### src/rtl/prio_res_pkg.sv
package prio_res_pkg;

    localparam int unsigned DEF_LINES = 8;

    typedef enum logic {
        TRIG_EDGE  = 1'b0,
        TRIG_LEVEL = 1'b1
    } trig_mode_e;

endpackage

### src/rtl/prio_rank_search.sv
module prio_rank_search #(
    parameter int unsigned N_LINES = 8,
    localparam int unsigned IDX_W  = $clog2(N_LINES),
    localparam int unsigned RANK_W = IDX_W + 1
) (
    input  logic [N_LINES-1:0] bits_in,
    input  logic [IDX_W-1:0]   offset,
    output logic [RANK_W-1:0]  rank
);

    logic [N_LINES-1:0] by_rank;

    // by_rank[p] is the line that holds rank p under the current rotation
    for (genvar p = 0; p < N_LINES; p++) begin : g_rot
        logic [IDX_W-1:0] sel;
        assign sel        = IDX_W'(p) + offset;
        assign by_rank[p] = bits_in[sel];
    end

    always_comb begin
        rank = RANK_W'(N_LINES);
        for (int p = N_LINES - 1; p >= 0; p--) begin
            if (by_rank[p]) begin
                rank = RANK_W'(p);
            end
        end
    end

endmodule

### src/rtl/prio_req_line.sv
module prio_req_line
    import prio_res_pkg::*;
(
    input  logic       clk,
    input  logic       rst_n,
    input  logic       req,
    input  trig_mode_e mode,
    input  logic       ack_hit,
    output logic       pend
);

    logic last_q;
    logic pend_d;

    always_comb begin
        unique case (mode)
            TRIG_LEVEL: pend_d = req;
            TRIG_EDGE: begin
                if (req && !last_q) begin
                    pend_d = 1'b1;
                end else if (ack_hit) begin
                    pend_d = 1'b0;
                end else begin
                    pend_d = pend;
                end
            end
            default: pend_d = pend;
        endcase
    end

    always_ff @(posedge clk or negedge rst_n) begin
        if (!rst_n) begin
            last_q <= 1'b0;
            pend   <= 1'b0;
        end else begin
            last_q <= req;
            pend   <= pend_d;
        end
    end

endmodule

### src/rtl/prio_resolver.sv
module prio_resolver
    import prio_res_pkg::*;
#(
    parameter int unsigned N_LINES      = DEF_LINES,
    parameter int unsigned CASCADE_LINE = 2,
    localparam int unsigned IDX_W       = $clog2(N_LINES),
    localparam int unsigned RANK_W      = IDX_W + 1
) (
    input  logic               clk,
    input  logic               rst_n,
    input  logic [N_LINES-1:0] req_in,
    input  logic [N_LINES-1:0] trig_mode_in,
    input  logic [N_LINES-1:0] mask_in,
    input  logic               special_mask,
    input  logic               nested_mode,
    input  logic               is_master,
    input  logic               auto_eoi,
    input  logic               rotate_aeoi,
    input  logic               ack_valid,
    input  logic [IDX_W-1:0]   ack_line,
    output logic               int_out,
    output logic [IDX_W-1:0]   win_line
);

    logic [N_LINES-1:0] mode_q;
    logic [N_LINES-1:0] isr_q;
    logic [IDX_W-1:0]   offset_q;
    logic [N_LINES-1:0] irr_vec;
    logic [N_LINES-1:0] ack_hit;
    logic [N_LINES-1:0] pend_vec;
    logic [N_LINES-1:0] isr_view;
    logic [RANK_W-1:0]  pend_rank;
    logic [RANK_W-1:0]  svc_rank;

    always_comb begin
        ack_hit = '0;
        if (ack_valid) begin
            ack_hit[ack_line] = 1'b1;
        end
    end

    for (genvar i = 0; i < N_LINES; i++) begin : g_line
        prio_req_line u_line (
            .clk     (clk),
            .rst_n   (rst_n),
            .req     (req_in[i]),
            .mode    (trig_mode_e'(mode_q[i])),
            .ack_hit (ack_hit[i]),
            .pend    (irr_vec[i])
        );
    end

    assign pend_vec = irr_vec & ~mask_in;

    always_comb begin
        isr_view = isr_q;
        if (special_mask) begin
            isr_view = isr_view & ~mask_in;
        end
        if (is_master && nested_mode) begin
            isr_view[CASCADE_LINE] = 1'b0;
        end
    end

    prio_rank_search #(.N_LINES(N_LINES)) u_pend_search (
        .bits_in (pend_vec),
        .offset  (offset_q),
        .rank    (pend_rank)
    );

    prio_rank_search #(.N_LINES(N_LINES)) u_svc_search (
        .bits_in (isr_view),
        .offset  (offset_q),
        .rank    (svc_rank)
    );

    // state register: trigger modes, in-service set, rotation
    always_ff @(posedge clk or negedge rst_n) begin
        if (!rst_n) begin
            mode_q   <= '0;
            isr_q    <= '0;
            offset_q <= '0;
        end else begin
            mode_q <= trig_mode_in;
            if (ack_valid) begin
                if (auto_eoi) begin
                    if (rotate_aeoi) begin
                        offset_q <= ack_line + 1'b1;
                    end
                end else begin
                    isr_q[ack_line] <= 1'b1;
                end
            end
        end
    end

    // outputs
    always_comb begin
        int_out  = (pend_rank < svc_rank);
        win_line = int_out ? (pend_rank[IDX_W-1:0] + offset_q) : '0;
    end

endmodule

### config.mk
export PLATFORM = sky130hd
export DESIGN_NAME = prio_resolver
export DESIGN_NICKNAME = d
export VERILOG_FILES = /design/src/rtl/prio_res_pkg.sv /design/src/rtl/prio_rank_search.sv /design/src/rtl/prio_req_line.sv /design/src/rtl/prio_resolver.sv
export SDC_FILE = /design/constraint.sdc
export NUM_CORES = 1
export LEC_CHECK = 0
export ABC_CLOCK_PERIOD_IN_PS = 5700
export CAP_MARGIN = 20
export CORE_MARGIN = 3
export CORE_UTILIZATION = 58
export DETAILED_ROUTE_END_ITERATION = 10
export PLACE_DENSITY = 0.95
export SLEW_MARGIN = 20
export SYNTH_ARGS = -nofsm -noshare
export SYNTH_HDL_FRONTEND = slang
export SYNTH_SLANG_ARGS = --single-unit
### constraint.sdc
create_clock -name clk -period 5.7 [get_ports clk]
set_input_delay 0.855 -clock clk [delete_from_list [all_inputs] [get_ports clk]]
set_output_delay 0.855 -clock clk [all_outputs]
set_load 0.01 [all_outputs]
=== Word-level counts from Yosys, hierarchy flattened ===
Index checks and enable logic that the tools add are counted.

* Bits in registers: 35
* Output and inout bits: 4

* Add/subtract/negate cells: 9
* Order comparisons: 11
* Eq/ne operators: 8
* Muxes and demuxes: 78
* Bitwise logic cells: 13
* Reductions and logical operators: 20

{| class="wikitable"
|+ Operators with widths
! operator !! count
|-
| 2-to-1 mux 4 bit || 16
|-
| binary-select mux 1 bit (select 3 bit) || 16
|-
| < comparator 3 x 4 -> 1 bit, second input constant || 9
|-
| 2-to-1 mux 1 bit || 34
|-
| inequality test 3 x 2 -> 1 bit, second input constant || 8
|-
| bitwise AND 8 bit || 2
|-
| 2-to-1 mux 8 bit || 2
|-
| one-hot mux 1 bit (2 select lines) || 8
|-
| adder 3 bit, first input constant || 4
|-
| logical AND 1 bit || 10
|-
| inverter 1 bit || 9
|-
| zero test 1 bit || 8
|-
| inverter 8 bit || 1
|-
| bitwise OR 8 bit || 1
|-
| adder 2 x 3 -> 3 bit, first input constant || 2
|-
| < comparator 4 bit || 1
|-
| adder 1 x 3 -> 3 bit, first input constant || 1
|-
| adder 3 x 1 -> 3 bit, second input constant || 1
|-
| adder 3 bit || 1
|-
| demux 1 bit (select 3 bit) || 1
|-
| greater-or-equal comparator 3 x 1 -> 1 bit, second input constant || 1
|-
| 2-to-1 mux 3 bit || 1
|-
| AND reduction 3 bit || 1
|-
| AND reduction 2 bit || 1
|}

=== Longest topological paths before layout ===
* Depth after elaboration: 16
* Depth in mapped cells: 17
* Depth with buffers taken out: 15

=== Cells and area by module ===
A second synthesis with hierarchy kept.

* Cells, all modules: 257
* Area, all modules: 2,869.0 um^2

{| class="wikitable"
|+ By module, submodules not included
! module !! times used !! cells an instance !! area each (um^2) !! seq. area each (um^2)
|-
| prio_rank_search || 2 || 63 || 688.2 || 0.0
|-
| prio_resolver || 1 || 91 || 942.2 || 475.5
|-
| prio_req_line || 8 || 5 || 68.8 || 50.0
|}

=== Least setup slack after synthesis ===
OpenSTA, ideal clock, no wires.

* Kind: register -> output
* Start: reg offset_q[1]
* End: out win_line[0]
* Data arrival time: 3,510 ps
* Required time: 4,845 ps
* Slack: 1,335 ps
* Cell stages (with the launch flop): 16
* Buffers on the path: 1
* Path through: dfrtp_1 > clkinv_1 > ha_1 > clkbuf_1 > inv_1 > o31a_1 > mux2i_1 > a32oi_1 > o21bai_1 > a211o_1 > ha_1 > o21ai_0 > nand2b_1 > a21oi_1 > a31oi_1 > nor3b_1

* Word-level cells in the longest chain between the ends: 13
* Elaborated cells between the ends (all ways): 58

{| class="wikitable"
|+ RTL lines
! what !! line !! text
|-
| from (decl) || prio_resolver.sv:27 || <nowiki>logic [IDX_W-1:0] offset_q;</nowiki>
|-
| from (signal assigned) || prio_resolver.sv:88 || <nowiki>offset_q <= ack_line + 1'b1;</nowiki>
|-
| adder 3 bit || prio_rank_search.sv:16 || <nowiki>assign sel = IDX_W'(p) + offset;</nowiki>
|-
| binary-select mux 1 bit (select 3 bit) || prio_rank_search.sv:17 || <nowiki>assign by_rank[p] = bits_in[sel];</nowiki>
|-
| 2-to-1 mux 1 bit (implied by the code) || prio_rank_search.sv:17 ||
|-
| 2-to-1 mux 4 bit (8 in a row) || prio_rank_search.sv:23 || <nowiki>if (by_rank[p]) begin</nowiki>
|-
| < comparator 4 bit or adder 3 bit (tied branches) || prio_resolver.sv:99, prio_resolver.sv:100 ||
|-
| 2-to-1 mux 3 bit (*) || prio_resolver.sv:100 || <nowiki>win_line = int_out ? (pend_rank[IDX_W-1:0] + offset_q) : '0;</nowiki>
|-
| to (decl) || prio_resolver.sv:22 || <nowiki>output logic [IDX_W-1:0] win_line</nowiki>
|}

Mark *: on every way between the ends. The rest lies on a longest branch, timed or not. The select of a mux whose other input is x is not followed.

=== Final worst setup path ===
* Start: in mask_in[5]
* End: out win_line[1]

* Word-level cells in the longest chain between the ends: 15
* Elaborated cells between the ends (all ways): 55

{| class="wikitable"
|+ RTL lines
! what !! line !! text
|-
| from (decl) || prio_resolver.sv:13 || <nowiki>input logic [N_LINES-1:0] mask_in,</nowiki>
|-
| inverter 8 bit (*) || prio_resolver.sv:53, prio_resolver.sv:58 ||
|-
| bitwise AND 8 bit || prio_resolver.sv:58 || <nowiki>isr_view = isr_view & ~mask_in;</nowiki>
|-
| 2-to-1 mux 8 bit || prio_resolver.sv:57 || <nowiki>if (special_mask) begin</nowiki>
|-
| binary-select mux 1 bit (select 3 bit) || prio_rank_search.sv:17 ||
|-
| 2-to-1 mux 1 bit (implied by the code) || prio_rank_search.sv:17 ||
|-
| 2-to-1 mux 4 bit (8 in a row) || prio_rank_search.sv:23 ||
|-
| < comparator 4 bit || prio_resolver.sv:99 || <nowiki>int_out = (pend_rank < svc_rank);</nowiki>
|-
| 2-to-1 mux 3 bit (*) || prio_resolver.sv:100 ||
|}

Marked as above.

==> impl_summary.log <==
INFO  metric drt_wl_total = 5620 um
INFO  metric rsz0062_at_grt = no
INFO  metric ys_dominant_reg_cell = dfrtp_1
INFO  metric r2r.worst_path.cells = 2
INFO  metric timing.setup.tns = 0 ns
INFO  metric fin_crit = 5.38 ns
INFO  metric max-slew-margin-rel = 62.0%
INFO  metric die_w = 71.8 um
INFO  metric io_port_bufs = 38
INFO  metric core_area = 4090 sq um
INFO  metric min_delay_src = isr_q[6]
INFO  metric yosys.area.top_type = dfrtp_1
INFO  metric layout-drive-gt1-share = 13.1%
INFO  metric power_density = 389 nW/um^2
INFO  metric clk_latency = 0.28 ns
INFO  metric placement_rows = 23
INFO  metric nets = 327
INFO  metric worstSetupEndpointType = output pin
INFO  metric hold_end = isr_q[6]
INFO  metric layoutNonFillerInstCount = 333
INFO  metric regToRegSetupSlack = 4.52 ns
INFO  metric path_class_of_the_lowest_slack_min_delay_path = flip-flop to flip-flop
INFO  metric critical_path.reg2reg.startpoint = offset_q[2]
INFO  metric htree_levels = 2
INFO  metric async_flop_share = 100%
INFO  metric timing_hold_violations_final = 0
INFO  metric layout.cells.most_common = clkdlybuf4s50_1
INFO  metric gp_congestion = 0.832
INFO  metric syn-num-nets = 288
INFO  metric flip_flop_and_latch_count_after_synthesis = 35
INFO  metric number_of_flops_mapped_to_enable_cells_by_yosys = 0
INFO  metric nFillCells = 293
INFO  metric clock_path_buffers = 2
INFO  metric setup_violations = 0
INFO  metric setup.worst_path.start_class = input pin
INFO  metric post_cts_hold_buffer_count = 0
INFO  metric cell_count_after_synthesis = 245
INFO  metric postCtsSetupBuffers = 0
INFO  metric timing.final.crit_share = 94.4%
INFO  metric firstDrtPassIters = 4
INFO  metric drcViolationCount = 0
INFO  metric final_antenna_net_count = 0
INFO  metric timing.setup.critical_path_class = input pin to output pin
INFO  metric run_status = complete, no violations
INFO  metric post_cts_resized = 0
INFO  metric routed_via_density = 6.32
INFO  metric initial_utilization = 61.4%
INFO  metric grt_max_degree = 36
INFO  metric clock_tree_sinks = 35
INFO  metric design.portCount = 39
INFO  metric tritoncts = yes
INFO  metric number_of_antenna_violations_at_the_first_check_in_global_routing = 0
INFO  metric clock-root-buffer = clkbuf_8
INFO  metric globalRouteOverflowTotal = 0
INFO  metric synth.yosys.warnings = 0
INFO  metric reg2reg_end = offset_q[2]
INFO  metric synthesis.area = 2510 sq um
INFO  metric die_y = 71.8 um
INFO  metric antenna-diode-count = 0
INFO  metric cts_made_buffers = 5
INFO  metric critical_path.max_fanout = 4
INFO  metric synth.distinct_cells = 60
INFO  metric crit_arrival = 4.53 ns
INFO  metric final-max-slew-violation-count = 0
INFO  metric vias = 2,106
INFO  metric grt_first_pass_wirelength = 9600 um
INFO  metric synth.avg_cell_area = 10.2 sq um
INFO  metric critPathRequiredTime = 4.85 ns
INFO  metric synth_area_leaders = dfrtp_1 (35%), mux4_2 (6.3%), mux2i_1 (6.0%)
INFO  metric design.die.area = 5150 sq um
INFO  metric detailedPlacementHpwl = 4410 um
INFO  metric worst_voltage_drop_across_the_vdd_grid = 0.000218 V
INFO  metric clock.fmax = 0.186 GHz
INFO  metric worst_margin_slew = 0.565 ns
INFO  metric initialDrtViolationCount = 144
INFO  metric first_global_vias = 2,183
INFO  metric synthDominantCellAreaShare = 34.9%
INFO  metric detail_route.wl_per_cell = 16.9 um
INFO  metric clock_transition_at_the_register_clock_pins_on_the_worst_setup_and_hold_paths_after_cts = 0.06 ns
INFO  metric groute.usage.overall = 23.4%
INFO  metric max_cap_viol_count = 0
INFO  metric most_frequent_cells_in_the_layout = clkdlybuf4s50_1 (37), dfrtp_1 (34), nand2_1 (20)
INFO  metric part_of_the_yosys_area_used_for_sequential_elements = 34.9%
INFO  metric final.setup_skew = 0.00850 ns
INFO  metric cell_depth_of_the_worst_hold_path = 1
INFO  metric dp_cells = 327
INFO  metric total_leakage_power = 1.31 nW
INFO  metric layout_overhead_on_the_synthesized_area = 19.8%
## cells by family after synthesis
| family | synth area share (%) |
|---|---|
| flip-flops | 34.9 |
| adder cells (fa/ha/maj) | 4.29 |
| AO/OA/AOI/OAI | 17.6 |
| buffers and inverters | 4.54 |
| XOR/XNOR | 1.75 |
| AND/OR/NAND/NOR | 17.1 |
| multiplexers | 19.9 |
## Yosys cell counts (6+ instances only)
cell	count
a21boi_1	7
nand3b_1	8
a21o_1	7
nand3_1	7
mux4_2	7
a21oi_1	6
nand2_1	20
nor2_1	10
ha_1	7
inv_1	12
nor2b_1	12
o21ai_0	11
dfrtp_1	35
mux2i_1	15
## metal layers
layer	vias up	track usage, %	share of wire (%)
met2	79	43.7	55
met3	14	4.49	5.4
met1	1023	26.5	38
met4	0	7.93	1.7
li1	990	-	-
met5	-	0	0
## final cells by class
class	instances	area (sq um)	area share [%]
Multi-Input combinational cell	185	1520	50.5
Sequential cell	35	877	29.2
Timing Repair Buffer	42	413	13.7
Clock buffer	6	72.6	2.41
Tap cell	50	62.6	2.08
Inverter	15	61.3	2.04
## per-stage QoR
stage	setup WS, ns	util [%]	total power [mW]	cell area, sq um	hold slack [ns]
global route	0.0426	73.5	1.26	3010	0.473
finish	0.319	73.5	1.17	3010	0.461
floorplan	1.34	-	0.788	2510	0.422
CTS	0.129	73.5	1.17	3000	0.461
detailed placement	0.130	71.7	1.01	2930	0.447
global placement	0.291	71.7	0.985	2930	0.447
## state kept, by name (all words and copies together) (netlist names)
register / count
mode_q: 8
isr_q: 8
g_line.u_line.last_q: 8
offset_q: 3
g_line.u_line.pend: 8
## worst max-delay path by stage
stage                       end    startpoint  slack, ns  cells past startpoint
floorplan           win_line[0]   offset_q[1]       1.34                     15
global placement    win_line[0]  special_mask       0.29                     14
detailed placement  win_line[0]  special_mask       0.13                     14
CTS                 win_line[0]  special_mask       0.13                     14
global route        win_line[0]    mask_in[5]       0.04                     14
finish              win_line[1]    mask_in[5]       0.32                     14
## worst max-delay path: stages
cell	delay, ns
clkdlybuf4s50_1	0.51
a21boi_1	0.12
mux4_1	0.58
mux2i_1	0.16
a32oi_1	0.15
o21bai_1	0.21
a211o_1	0.29
ha_1	0.27
o21ai_0	0.15
nand2b_1	0.07
a21oi_1	0.26
a31oi_1	0.12
nor3b_1	0.22
clkdlybuf4s50_1	0.56
## power breakdown
part	leakage [nW]	switching [mW]	total (mW)	internal, mW
registers	0.394	0.0243	0.298	0.274
logic	0.875	0.347	0.714	0.367
clock network	0.0371	0.0765	0.158	0.0812
No activity file was read; power rests on OpenSTA's default activity.
